**config.mk**
```make
export PLATFORM = sky130hd
export DESIGN_NAME = rx_err_fifo
export DESIGN_NICKNAME = d
export VERILOG_FILES = /design/src/rtl/rx_err_fifo.sv
export SDC_FILE = /design/constraint.sdc
export NUM_CORES = 1
export LEC_CHECK = 0
export ABC_CLOCK_PERIOD_IN_PS = 8700
export BUFFER_PORTS_ARGS = -buffer_cell sky130_fd_sc_hd__buf_2
export CORE_MARGIN = 3
export CORE_UTILIZATION = 61
export DETAILED_ROUTE_END_ITERATION = 10
export MAX_ROUTING_LAYER = met4
export PLACE_DENSITY = 0.76
export RECOVER_POWER = 25
export SLEW_MARGIN = 10
export SYNTH_ARGS = -nofsm -noshare
export SYNTH_HDL_FRONTEND = slang
export SYNTH_SLANG_ARGS = --single-unit
```
**constraint.sdc**
```tcl
create_clock -name clk -period 8.7 [get_ports clk]
set_clock_uncertainty 0.1 [all_clocks]
set_input_delay 0.87 -clock clk [delete_from_list [all_inputs] [get_ports clk]]
set_output_delay 0.87 -clock clk [all_outputs]
set_load 0.02 [all_outputs]
```
**src/rtl/rx_err_fifo.sv**
```systemverilog
module rx_err_fifo #(
  parameter int DEPTH      = 16,
  parameter int DATA_W     = 8,
  parameter int CHAR_CYC   = 20,
  parameter int TOUT_CHARS = 3
) (
  input  logic              clk,
  input  logic              rst_n,
  input  logic              fifo_clr,
  input  logic [1:0]        trig_sel,
  input  logic              tout_en,
  input  logic              char_vld,
  input  logic [DATA_W-1:0] char_data,
  input  logic [2:0]        char_err,
  input  logic              data_rd,
  input  logic              tag_rd,
  input  logic [1:0]        irq_clr,
  output logic [DATA_W-1:0] rd_data,
  output logic [3:0]        rd_tag,
  output logic [15:0]       fifo_stat,
  output logic [1:0]        irq_flags
);

  localparam int PTR_W    = $clog2(DEPTH);
  localparam int CNT_W    = PTR_W + 1;
  localparam int TOUT_LIM = CHAR_CYC * TOUT_CHARS;
  localparam int TC_W     = $clog2(TOUT_LIM + 1);

  logic [DATA_W-1:0] dmem [DEPTH];
  logic [2:0]        emem [DEPTH];
  logic [PTR_W-1:0]  wr_ptr, rd_ptr;
  logic [CNT_W-1:0]  count, cnt_nxt, err_cnt, rx_lvl;
  logic [TC_W-1:0]   tcnt;
  logic              ovr_pend, tag_seen;

  wire non_empty = count != '0;
  wire full      = count == CNT_W'(DEPTH);
  wire pop       = !fifo_clr && data_rd && non_empty;
  wire push      = !fifo_clr && char_vld && (!full || pop);
  wire lost      = !fifo_clr && char_vld && full && !pop;
  wire [2:0] head_e = emem[rd_ptr];
  wire err_dec   = non_empty && (head_e != 3'b0) && !tag_seen && (tag_rd || pop);
  wire fifo_err  = (err_cnt != '0) || ovr_pend;
  wire rx_ev     = push && (cnt_nxt >= rx_lvl);
  wire tout_ev   = tout_en && !char_vld && (tcnt == TC_W'(TOUT_LIM - 1));

  assign rx_lvl  = CNT_W'((int'(trig_sel) + 1) * (DEPTH / 4));
  assign cnt_nxt = count + CNT_W'(push) - CNT_W'(pop);
  assign rd_data = non_empty ? dmem[rd_ptr] : '0;
  assign rd_tag  = non_empty ? {head_e, ovr_pend} : 4'b0;

  always_comb begin
    fifo_stat = '0;
    fifo_stat[PTR_W-1:0] = count[PTR_W-1:0];
    fifo_stat[8]  = full;
    fifo_stat[10] = fifo_err;
  end

  always_ff @(posedge clk) begin
    if (push) begin
      dmem[wr_ptr] <= char_data;
      emem[wr_ptr] <= char_err;
    end
  end

  always_ff @(posedge clk or negedge rst_n) begin
    if (!rst_n) begin
      wr_ptr   <= '0;
      rd_ptr   <= '0;
      count    <= '0;
      err_cnt  <= '0;
      ovr_pend <= 1'b0;
      tag_seen <= 1'b0;
    end else if (fifo_clr) begin
      wr_ptr   <= '0;
      rd_ptr   <= '0;
      count    <= '0;
      err_cnt  <= '0;
      ovr_pend <= 1'b0;
      tag_seen <= 1'b0;
    end else begin
      if (push) wr_ptr <= wr_ptr + 1'b1;
      if (pop)  rd_ptr <= rd_ptr + 1'b1;
      count   <= cnt_nxt;
      err_cnt <= err_cnt + CNT_W'(push && (char_err != 3'b0)) - CNT_W'(err_dec);
      if (lost)                      ovr_pend <= 1'b1;
      else if (tag_rd && non_empty)  ovr_pend <= 1'b0;
      if (pop)                       tag_seen <= 1'b0;
      else if (tag_rd && non_empty)  tag_seen <= 1'b1;
    end
  end

  always_ff @(posedge clk or negedge rst_n) begin
    if (!rst_n)                          tcnt <= '0;
    else if (char_vld || !tout_en)       tcnt <= '0;
    else if (tcnt != TC_W'(TOUT_LIM))    tcnt <= tcnt + 1'b1;
  end

  always_ff @(posedge clk or negedge rst_n) begin
    if (!rst_n) irq_flags <= 2'b0;
    else        irq_flags <= (irq_flags & ~irq_clr) | {tout_ev, rx_ev};
  end


  no_overflow_chk: assert property (@(posedge clk) disable iff (!rst_n)
    count <= CNT_W'(DEPTH));


  full_drop_chk: assert property (@(posedge clk) disable iff (!rst_n)
    (char_vld && full && !data_rd && !fifo_clr) |=> (count == CNT_W'(DEPTH)));


  empty_read_chk: assert property (@(posedge clk) disable iff (!rst_n)
    (data_rd && !non_empty && !char_vld && !fifo_clr) |=> (count == '0));


  ovr_flag_chk: assert property (@(posedge clk) disable iff (!rst_n)
    lost |=> rd_tag[0]);


  clr_empty_chk: assert property (@(posedge clk) disable iff (!rst_n)
    fifo_clr |=> (count == '0 && !fifo_stat[10]));


  irq_hold_chk: assert property (@(posedge clk) disable iff (!rst_n)
    (rx_ev || tout_ev) |=> (irq_flags != 2'b0));

endmodule

```
==> results.json <==
{
  "status": "finished clean",
  "min_period_ns": 4.27,
  "dieArea_um2": 15700,
  "cts_resized": 0,
  "synth_area_leader_cell": "edfxtp_1",
  "num_vias": 4330,
  "maxSlewHeadroom_pct": 42.1,
  "clk_pin_slew_worst_paths_ns": 0.06,
  "fp.coreArea_um2": 13900,
  "cts.sinks": 204,
  "max_stage_delay_ns": 0.74,
  "first_iter_violations": 355,
  "worst_pin_slew_ns": 0.869,
  "slew_viol_final": 0,
  "yosysTopAreaCellShare_pct": 60.7,
  "diodes": 0,
  "p_leak_uw": 0.00344,
  "die_y_um": 125,
  "area_growth_syn_to_layout_pct": 10.8,
  "routed_via_density": 6.05,
  "synth_edf_count": 176,
  "max_freq_ghz": 0.234,
  "pre_cts_ws_ns": 4.76,
  "cap_violations": 0,
  "grt_start_max_net_pins": 48,
  "syn-mean-instance-area_um2": 18.2,
  "cp-start-kind": "flip-flop",
  "synthDistinctLibCells": 41,
  "synth_top_family_by_area": "multiplexers",
  "clock_tree.root_cell": "clkbuf_16",
  "synth-simple-area-share_pct": 6.04,
  "tns_ns": 0,
  "ir_worst_vdd_v": 0.000177,
  "hpwl_um": 9470,
  "synth_compound_area_share_pct": 2.47,
  "synth_area_leaders": "edfxtp_1 61%, mux4_2 12%, dfrtp_1 8.0%",
  "setup_viol": 0,
  "cts_made_buffers": 21,
  "rsz0062_at_grt": "false",
  "critical_path.cell_chain": "buf_4 > mux4_1 > mux4_2 > nor2b_4 > buf_2",
  "gp_congestion": 0.804,
  "cts_tree": "yes",
  "ctsHoldBuffers": 0,
  "grt_pass1_vias": 4488,
  "initial_core_util_pct": 62.5,
  "finalCritPeriodShare_pct": 49.1,
  "routed_wl_um": 16500,
  "crit_buf_inv": 2,
  "power.total_uw": 2730,
  "drive_gt1_share_pct": 22.6,
  "hold_path_class": "primary input to asynchronous set/reset pin",
  "globalRoute.totalOverflow": 0,
  "chipWidth_um": 125,
  "crit_family": "multiplexers",
  "slowest_stage": "dfrtp_2",
  "rows": 43,
  "clk_latency_ns": 0.49,
  "yosysWarnings": 0,
  "async_reset_ff_share_pct": 13.7,
  "cp.arrival_ns": 3.30,
  "cts_setup_buffers": 0,
  "synthXorXnorAreaFrac_pct": 1.51,
  "worstSetupPathType": "flip-flop to output port",
  "critPathMaxFanout": 30,
  "wl_per_cell_um": 23.0,
  "worst_slack_ns": 4.43,
  "detail-route-antenna-nets": 0,
  "antenna_found_initial": 0,
  "detailedRoute.firstPassIterationCount": 5,
  "ys_seq_elements": 204,
  "syn-instance-count": 478,
  "endpoint_kind": "output port",
  "power_density_nw_per_um2": 283,
  "grt_usage_pct": 22.4,
  "htree_levels": 1,
  "post-synth-top-count-cell": "edfxtp_1",
  "ios": 52,
  "worstPathRequired_ns": 7.73,
  "syn-cell-area_um2": 8710,
  "clockBufferDepth": 3,
  "yosysSeqAreaShare_pct": 68.8,
  "synthAdderAreaFrac_pct": 3.62,
  "synth.area.mux_share_pct": 13.8,
  "grt_pass1_wl_um": 26000,
  "synth_common_cells": "176 x edfxtp_1, 46 x mux4_2, 28 x dfrtp_1",
  "synth_top_flop_cell": "edfxtp_1",
  "fin_nets": 568,
  "io_buffers": 41,
  "hold_viol": 0,
  "drc": 0
}
==> cells by family (layout without fill, tap and decap cells) <==
kind of cell	Yosys count	count (layout)
multiplexers	53	53
XOR/XNOR	15	15
adder cells (fa/ha/maj)	24	24
other	1	10
buffers and inverters	56	105
AND/OR/NAND/NOR	90	90
AO/OA/AOI/OAI	35	35
flip-flops	204	204
==> cells in the final DEF, fill, tap and decap left out, drive strengths merged, types with 3 or more instances in the layout <==
cell and n:
xnor2 6, nor2 19, conb 10, dfrtp 28, a21oi 14, edfxtp 176
nand2b 3, nand2 11, a22oi 7, clkbuf 30, inv 26, and2 15
nand3 7, bufinv 3, nor2b 14, mux4 52, clkinv 9, a21o 3
buf 36, xor2 9, ha 22, and3 8, o21ai 5
==> through the flow <==
stage	instance area, um^2	cells	utilization [%]	hold WS [ns]
final	9640	716	69.2	0.289
after floorplan	8740	487	-	0.395
after global routing	9640	716	69.2	0.332
after global placement	8970	679	64.4	0.385
after detailed placement	8970	679	64.4	0.399
after CTS	9650	716	69.3	0.307
==> cell type report <==
| class | count | area [um^2] |
|---|---|---|
| flip-flops and latches | 204 | 5990 |
| fillers | 887 | 4290 |
| multi-input cells | 227 | 2440 |
| clock buffers | 22 | 529 |
| well taps | 180 | 225 |
| repair buffers | 44 | 218 |
| clock inverters | 15 | 154 |
| inverters | 24 | 90.1 |
==> path summary, 6_finish.rpt <==
kind                            slack (ns)  cells past startpoint           end          from
worst max-delay path                  4.43                      5    rd_data[2]     rd_ptr[0]
worst min-delay path                  0.29                      1       tcnt[4]         rst_n
worst max register to register        4.76                     13    err_cnt[4]     rd_ptr[0]
worst min register to register        0.42                      1  irq_flags[1]  irq_flags[1]
max in group asynchronous             7.77                      1     rd_ptr[0]         rst_n
min in group clk                      0.42                      1  irq_flags[1]  irq_flags[1]
==> per-layer routing <==
layer,vias up,global-route usage [%],share of wire (%)
met4,0,6.76,2.6
met3,43,3.72,6.4
li1,1919,-,-
met2,162,36.1,50
met5,-,-,0
met1,2206,30.1,40
==> state kept, by name (all words and copies together), names as in the netlist <==
register,flops
wr_ptr,4
tag_seen,1
dmem,128
ovr_pend,1
count,5
tcnt,6
rd_ptr,4
emem,48
irq_flags,2
err_cnt,5
==> power by group <==
group	switching, uW	total [uW]	internal, uW
combinational	360	695	335
clock	354	885	531
sequential	46.8	1150	1100
(Power assumes the default switching activity.)
